===== src/rtl/hz_pkg.sv =====
package hz_pkg;
  typedef enum logic [1:0] {
    FWD_RF  = 2'b00,
    FWD_WB  = 2'b01,
    FWD_MEM = 2'b10
  } fwd_sel_e;
endpackage


===== src/rtl/hz_rst_sync.sv =====
module hz_rst_sync #(
  parameter int STAGES = 2
) (
  input  logic clk,
  input  logic rst_n,
  output logic rst_sync_n
);
  logic [STAGES-1:0] chain_q;
  logic [STAGES-1:0] chain_d;

  always_comb begin
    chain_d = {chain_q[STAGES-2:0], 1'b1};
  end

  always_ff @(posedge clk or negedge rst_n) begin
    if (!rst_n) chain_q <= '0;
    else        chain_q <= chain_d;
  end

  assign rst_sync_n = chain_q[STAGES-1];
endmodule


===== src/rtl/hz_fwd_sel.sv =====
module hz_fwd_sel
  import hz_pkg::*;
#(
  parameter int AW = 5
) (
  input  logic          clk,
  input  logic          rst_n,
  input  logic [AW-1:0] src,
  input  logic          mem_we,
  input  logic          mem_ld,
  input  logic [AW-1:0] mem_rd,
  input  logic          wb_we,
  input  logic [AW-1:0] wb_rd,
  output fwd_sel_e      sel
);
  logic src_live;
  logic mem_hit;
  logic wb_hit;

  always_comb begin
    src_live = (src != '0);
    // a load's data is not in the memory-stage result register yet
    mem_hit  = src_live && mem_we && !mem_ld && (mem_rd == src);
    wb_hit   = src_live && wb_we && (wb_rd == src);
    if (mem_hit)     sel = FWD_MEM;
    else if (wb_hit) sel = FWD_WB;
    else             sel = FWD_RF;
  end

  assert_zero_src_R5: assert property (@(posedge clk) disable iff (!rst_n)
    (src == '0) |-> (sel == FWD_RF));
  assert_wb_needs_writer_R3: assert property (@(posedge clk) disable iff (!rst_n)
    (sel == FWD_WB) |-> (wb_we && wb_rd == src));
  assert_mem_beats_wb_R4: assert property (@(posedge clk) disable iff (!rst_n)
    (sel == FWD_WB) |-> !(mem_we && !mem_ld && mem_rd == src));
endmodule


===== src/rtl/hz_load_use.sv =====
module hz_load_use #(
  parameter int AW      = 5,
  parameter int NUM_SRC = 2
) (
  input  logic [NUM_SRC-1:0][AW-1:0] id_src,
  input  logic                       ex_we,
  input  logic                       ex_ld,
  input  logic [AW-1:0]              ex_rd,
  output logic                       raw_hit
);
  logic [NUM_SRC-1:0] src_match;
  logic               producer_live;

  assign producer_live = ex_we && ex_ld && (ex_rd != '0);

  for (genvar g = 0; g < NUM_SRC; g++) begin : g_src
    assign src_match[g] = (id_src[g] == ex_rd);
  end

  assign raw_hit = producer_live && (|src_match);
endmodule


===== src/rtl/hz_ctrl.sv =====
module hz_ctrl (
  input  logic clk,
  input  logic rst_n,
  input  logic raw_hit,
  input  logic br_taken,
  output logic stall,
  output logic bubble,
  output logic flush
);
  logic ex_void_q, ex_void_d;
  logic id_void_q, id_void_d;
  logic rec_en;

  always_comb begin
    stall     = rst_n && raw_hit && !ex_void_q && !id_void_q;
    bubble    = stall;
    flush     = rst_n && br_taken && !id_void_q && !stall;
    ex_void_d = bubble;
    id_void_d = flush;
    rec_en    = 1'b1;
  end

  always_ff @(posedge clk or negedge rst_n) begin
    if (!rst_n) begin
      ex_void_q <= 1'b0;
      id_void_q <= 1'b0;
    end else if (rec_en) begin
      ex_void_q <= ex_void_d;
      id_void_q <= id_void_d;
    end
  end

  assert_stall_with_bubble_R6: assert property (@(posedge clk) disable iff (!rst_n)
    stall |-> bubble);
  assert_single_bubble_R7: assert property (@(posedge clk) disable iff (!rst_n)
    bubble |=> !bubble);
  assert_stall_blocks_flush_R8: assert property (@(posedge clk) disable iff (!rst_n)
    stall |-> !flush);
  assert_quiet_after_flush_R9: assert property (@(posedge clk) disable iff (!rst_n)
    flush |=> (!flush && !stall));
endmodule


===== src/rtl/hz_unit.sv =====
module hz_unit
  import hz_pkg::*;
#(
  parameter int AW      = 5,
  parameter int NUM_SRC = 2
) (
  input  logic          clk,
  input  logic          rst_n,
  input  logic [AW-1:0] id_rs1,
  input  logic [AW-1:0] id_rs2,
  input  logic          id_br_taken,
  input  logic [AW-1:0] ex_rs1,
  input  logic [AW-1:0] ex_rs2,
  input  logic          ex_we,
  input  logic          ex_load,
  input  logic [AW-1:0] ex_rd,
  input  logic          mem_we,
  input  logic          mem_load,
  input  logic [AW-1:0] mem_rd,
  input  logic          wb_we,
  input  logic [AW-1:0] wb_rd,
  output logic [1:0]    fwd_a,
  output logic [1:0]    fwd_b,
  output logic          stall,
  output logic          bubble,
  output logic          flush
);
  logic                       rst_int_n;
  logic [NUM_SRC-1:0][AW-1:0] id_src;
  logic [NUM_SRC-1:0][AW-1:0] ex_src;
  fwd_sel_e [NUM_SRC-1:0]     sel;
  logic                       raw_hit;

  assign id_src = {id_rs2, id_rs1};
  assign ex_src = {ex_rs2, ex_rs1};

  hz_rst_sync #(.STAGES(2)) u_rst (
    .clk(clk), .rst_n(rst_n), .rst_sync_n(rst_int_n)
  );

  for (genvar g = 0; g < NUM_SRC; g++) begin : g_fwd
    hz_fwd_sel #(.AW(AW)) u_sel (
      .clk(clk), .rst_n(rst_int_n), .src(ex_src[g]),
      .mem_we(mem_we), .mem_ld(mem_load), .mem_rd(mem_rd),
      .wb_we(wb_we), .wb_rd(wb_rd), .sel(sel[g])
    );
  end

  hz_load_use #(.AW(AW), .NUM_SRC(NUM_SRC)) u_lu (
    .id_src(id_src), .ex_we(ex_we), .ex_ld(ex_load), .ex_rd(ex_rd),
    .raw_hit(raw_hit)
  );

  hz_ctrl u_ctrl (
    .clk(clk), .rst_n(rst_int_n), .raw_hit(raw_hit), .br_taken(id_br_taken),
    .stall(stall), .bubble(bubble), .flush(flush)
  );

  always_comb begin
    fwd_a = rst_int_n ? sel[0] : FWD_RF;
    fwd_b = rst_int_n ? sel[1] : FWD_RF;
  end

  assert_reset_idle_R1: assert property (@(posedge clk)
    !rst_int_n |-> (!stall && !flush && fwd_a == 2'b00 && fwd_b == 2'b00));
endmodule


===== config.mk =====
export PLATFORM = sky130hd
export DESIGN_NAME = hz_unit
export DESIGN_NICKNAME = d
export VERILOG_FILES = /design/src/rtl/hz_pkg.sv /design/src/rtl/hz_rst_sync.sv /design/src/rtl/hz_fwd_sel.sv /design/src/rtl/hz_load_use.sv /design/src/rtl/hz_ctrl.sv /design/src/rtl/hz_unit.sv
export SDC_FILE = /design/constraint.sdc
export NUM_CORES = 1
export LEC_CHECK = 0
export BUFFER_PORTS_ARGS = -buffer_cell sky130_fd_sc_hd__buf_2
export CORE_AREA = 2 2 45 47
export DETAILED_ROUTE_END_ITERATION = 8
export DIE_AREA = 0 0 47 49
export GPL_ROUTABILITY_DRIVEN = 0
export HOLD_SLACK_MARGIN = 0.1
export PLACE_DENSITY = 0.73
export SYNTH_ARGS = -nofsm -noshare
export SYNTH_HDL_FRONTEND = slang
export SYNTH_SLANG_ARGS = --single-unit

===== constraint.sdc =====
create_clock -name clk -period 1.4 [get_ports clk]
set_input_delay 0.14 -clock clk [delete_from_list [all_inputs] [get_ports clk]]
set_output_delay 0.14 -clock clk [all_outputs]
set_load 0.03 [all_outputs]

==> reports/results.ini <==
[global_routing]
antenna_found_initial=0
grt_pass1_wl_um=3574
grt_max_degree=7
grt_use_total_pct=21.93
grt_pass1_vias=843
grt-ovfl-total=0

[yosys]
postSynthCellCount=65
synthTopCellsByArea=xnor2_1 (24%), xor2_1 (21%), dfrtp_1 (17%), nor4_2 (8.4%), nand4_1 (4.2%)
yosysWarnings=0
synth_top_family_by_area=XOR/XNOR gates
synthesis.area_um2=593.1
synthXorXnorAreaFrac_pct=44.30
synthArstFlopShare_pct=100.0
ys_ff_latch=4
yosys.area_share.adder_pct=0
ys_top_cells_by_count=xnor2_1 (16), xor2_1 (14)
dominantRegCellSynth=dfrtp_1
syn_nets=108
seq_area_frac_synth_pct=16.88
synthMuxAreaShare_pct=0
syn-mean-instance-area_um2=9.124
synth_compound_area_share_pct=2.954
netlist.top_cell.by_area=xnor2_1
synth_top_area_share_pct=23.63
synth_edf_count=0
synth-simple-area-share_pct=33.97
yosysUniqueCellTypes=18
yosysMostFrequentCell=xnor2_1

[worst_setup_path]
r2r-end=u_ctrl.id_void_q
crit_arrival_ns=1.57
crit_chain=nor2b_4, nand3_2, or3_4, o211a_4, buf_6
r2r_slack_ns=-0.24
crit_buf_inv=1
r2r_start=u_ctrl.id_void_q
path_delay_family=simple AND/OR/NAND/NOR gates
crit_slowest_cell=dfrtp_1
required_ns=1.26
cp_max_fo=2
crit_path_end_kind=output pin
crit_cells=5
endpoint=flush
crit_path_start_kind=flip-flop
worstSetupStartpoint=u_ctrl.id_void_q
r2r_cells=7
crit_path_max_incr_delay_ns=0.39
path_class=flip-flop to output pin

[min_path]
worstHoldPathType=flip-flop to async pin

[clock_tree]
clk_transition_reported_paths_ns=0.04
clock_path_buffers=2
cts_tree=done
root_buffer=clkbuf_4
cts_made_buffers=3
cts.sinks=4
clk_latency_ns=0.25
htreeDepth=1

[run_status]
status=complete, but fails checks
violations=negative setup slack

[placement]
dpl_cell_area_um2=1007
hpwlAfterDp_um=1569
port-buffer-count=49
place_ws_ns=-0.1451

[route]
drtAntennaViolNets=0
viasPerCell=4.622
routed_wl_um=2302
drt_iter0_drc=1
wl_per_cell_um=14.04
drc_errors=0
drtPass1Iterations=4
vias=758

[floorplanning]
die_area_um2=2303
core_um2=1842
pin_count=50
die_w_um=47
start_util_pct=32.20
die_h_um=49
row_count=16

[layout]
synthToLayoutAreaGrowth_pct=119.2
n_antenna_cell=0
nFillCells=149
stdcell_area_um2=1300
finalNetCount=182
drive_above_1_share_pct=68.61

[timing]
layout_setup_ws_ns=-0.3138
period_share_pct=122.4
period_needed_ns=1.714
fin_setup_tns_ns=-1.080
hold-worst-slack_ns=0.1650
clock-skew-final_ns=0.005251
rsz0062_at_grt=true
hold_viol_final=0
slew_viol_final=0
fmax_ghz=0.5835
setup_viol=7

[power_and_ir_drop]
cellPowerDensity_nw_per_um2=462.4
leakage_nw=0.5928
power.total_mw=0.6011
vdd_drop_max_mv=0.3674

[job]
max_cap_viol_count=0

[area by class of cell]
| cell class | instances | area (µm²) | area share (%) |
|---|---|---|---|
| clock buffers | 3 | 22.52 | 1.732 |
| multi-input cells | 60 | 603.1 | 46.39 |
| flip-flops and latches | 4 | 100.1 | 7.700 |
| well taps | 27 | 33.78 | 2.599 |
| repair buffers | 70 | 540.5 | 41.58 |
[stage by stage]
step                cells  util (%)
finish                164     70.58
CTS                   161     67.80
floorplan              65         -
global route          164     70.58
detailed placement    154     54.69
global placement      154     54.69
[cell usage in the layout, fill, tap and decap left out, drive strengths merged, types with 2 or more instances in the layout]
cell type   n
nor3        2
or4         3
buf        69
nor4        4
and2        2
clkbuf      3
nor2b       2
xor2       14
nand4       4
nand3       3
dfrtp       4
nor2        6
xnor2      16
[registers in the layout, summed over array words and instances, names as in the netlist]
register	count
u_ctrl.ex_void_q	1
u_ctrl.id_void_q	1
u_rst.chain_q	2
[power breakdown]
group          internal, mW  switching, mW
registers             0.121        0.00291
logic                 0.189          0.139
clock network        0.0962         0.0531
[routing by layer]
| layer | track usage (%) | vias up | part of all wire (%) |
|---|---|---|---|
| met2 | 42.47 | 41 | 56 |
| met1 | 19.05 | 337 | 34 |
| met5 | 0 | - | 0 |
| met4 | 11.57 | 0 | 3.2 |
| met3 | 4.444 | 7 | 6.8 |
| li1 | - | 373 | - |
[worst min-delay path by stage]
stage	end	slack, ns	cells after the start
after floorplan	u_rst.chain_q[0]	-0.16	0
after global placement	u_rst.chain_q[0]	-0.07	1
after detailed placement	u_rst.chain_q[0]	-0.07	1
after CTS	u_ctrl.ex_void_q	0.17	1
after global routing	u_ctrl.ex_void_q	0.19	1
final	u_ctrl.ex_void_q	0.16	1
[repair_timing]
action                                  CTS  global route
pin swaps                                18             8
endpoints found under the setup margin    7             8
hold endpoints to repair                  2             0
setup buffers                             3             4
hold buffers                              1             0
gates resized for setup                  41             7
[kinds of logic after synthesis]
group,Yosys count
AO/OA/AOI/OAI,2
XOR/XNOR,30
buffers and inverters,1
flip-flops,4
other,1
AND/OR/NAND/NOR,27
(Power assumes the default switching activity.)
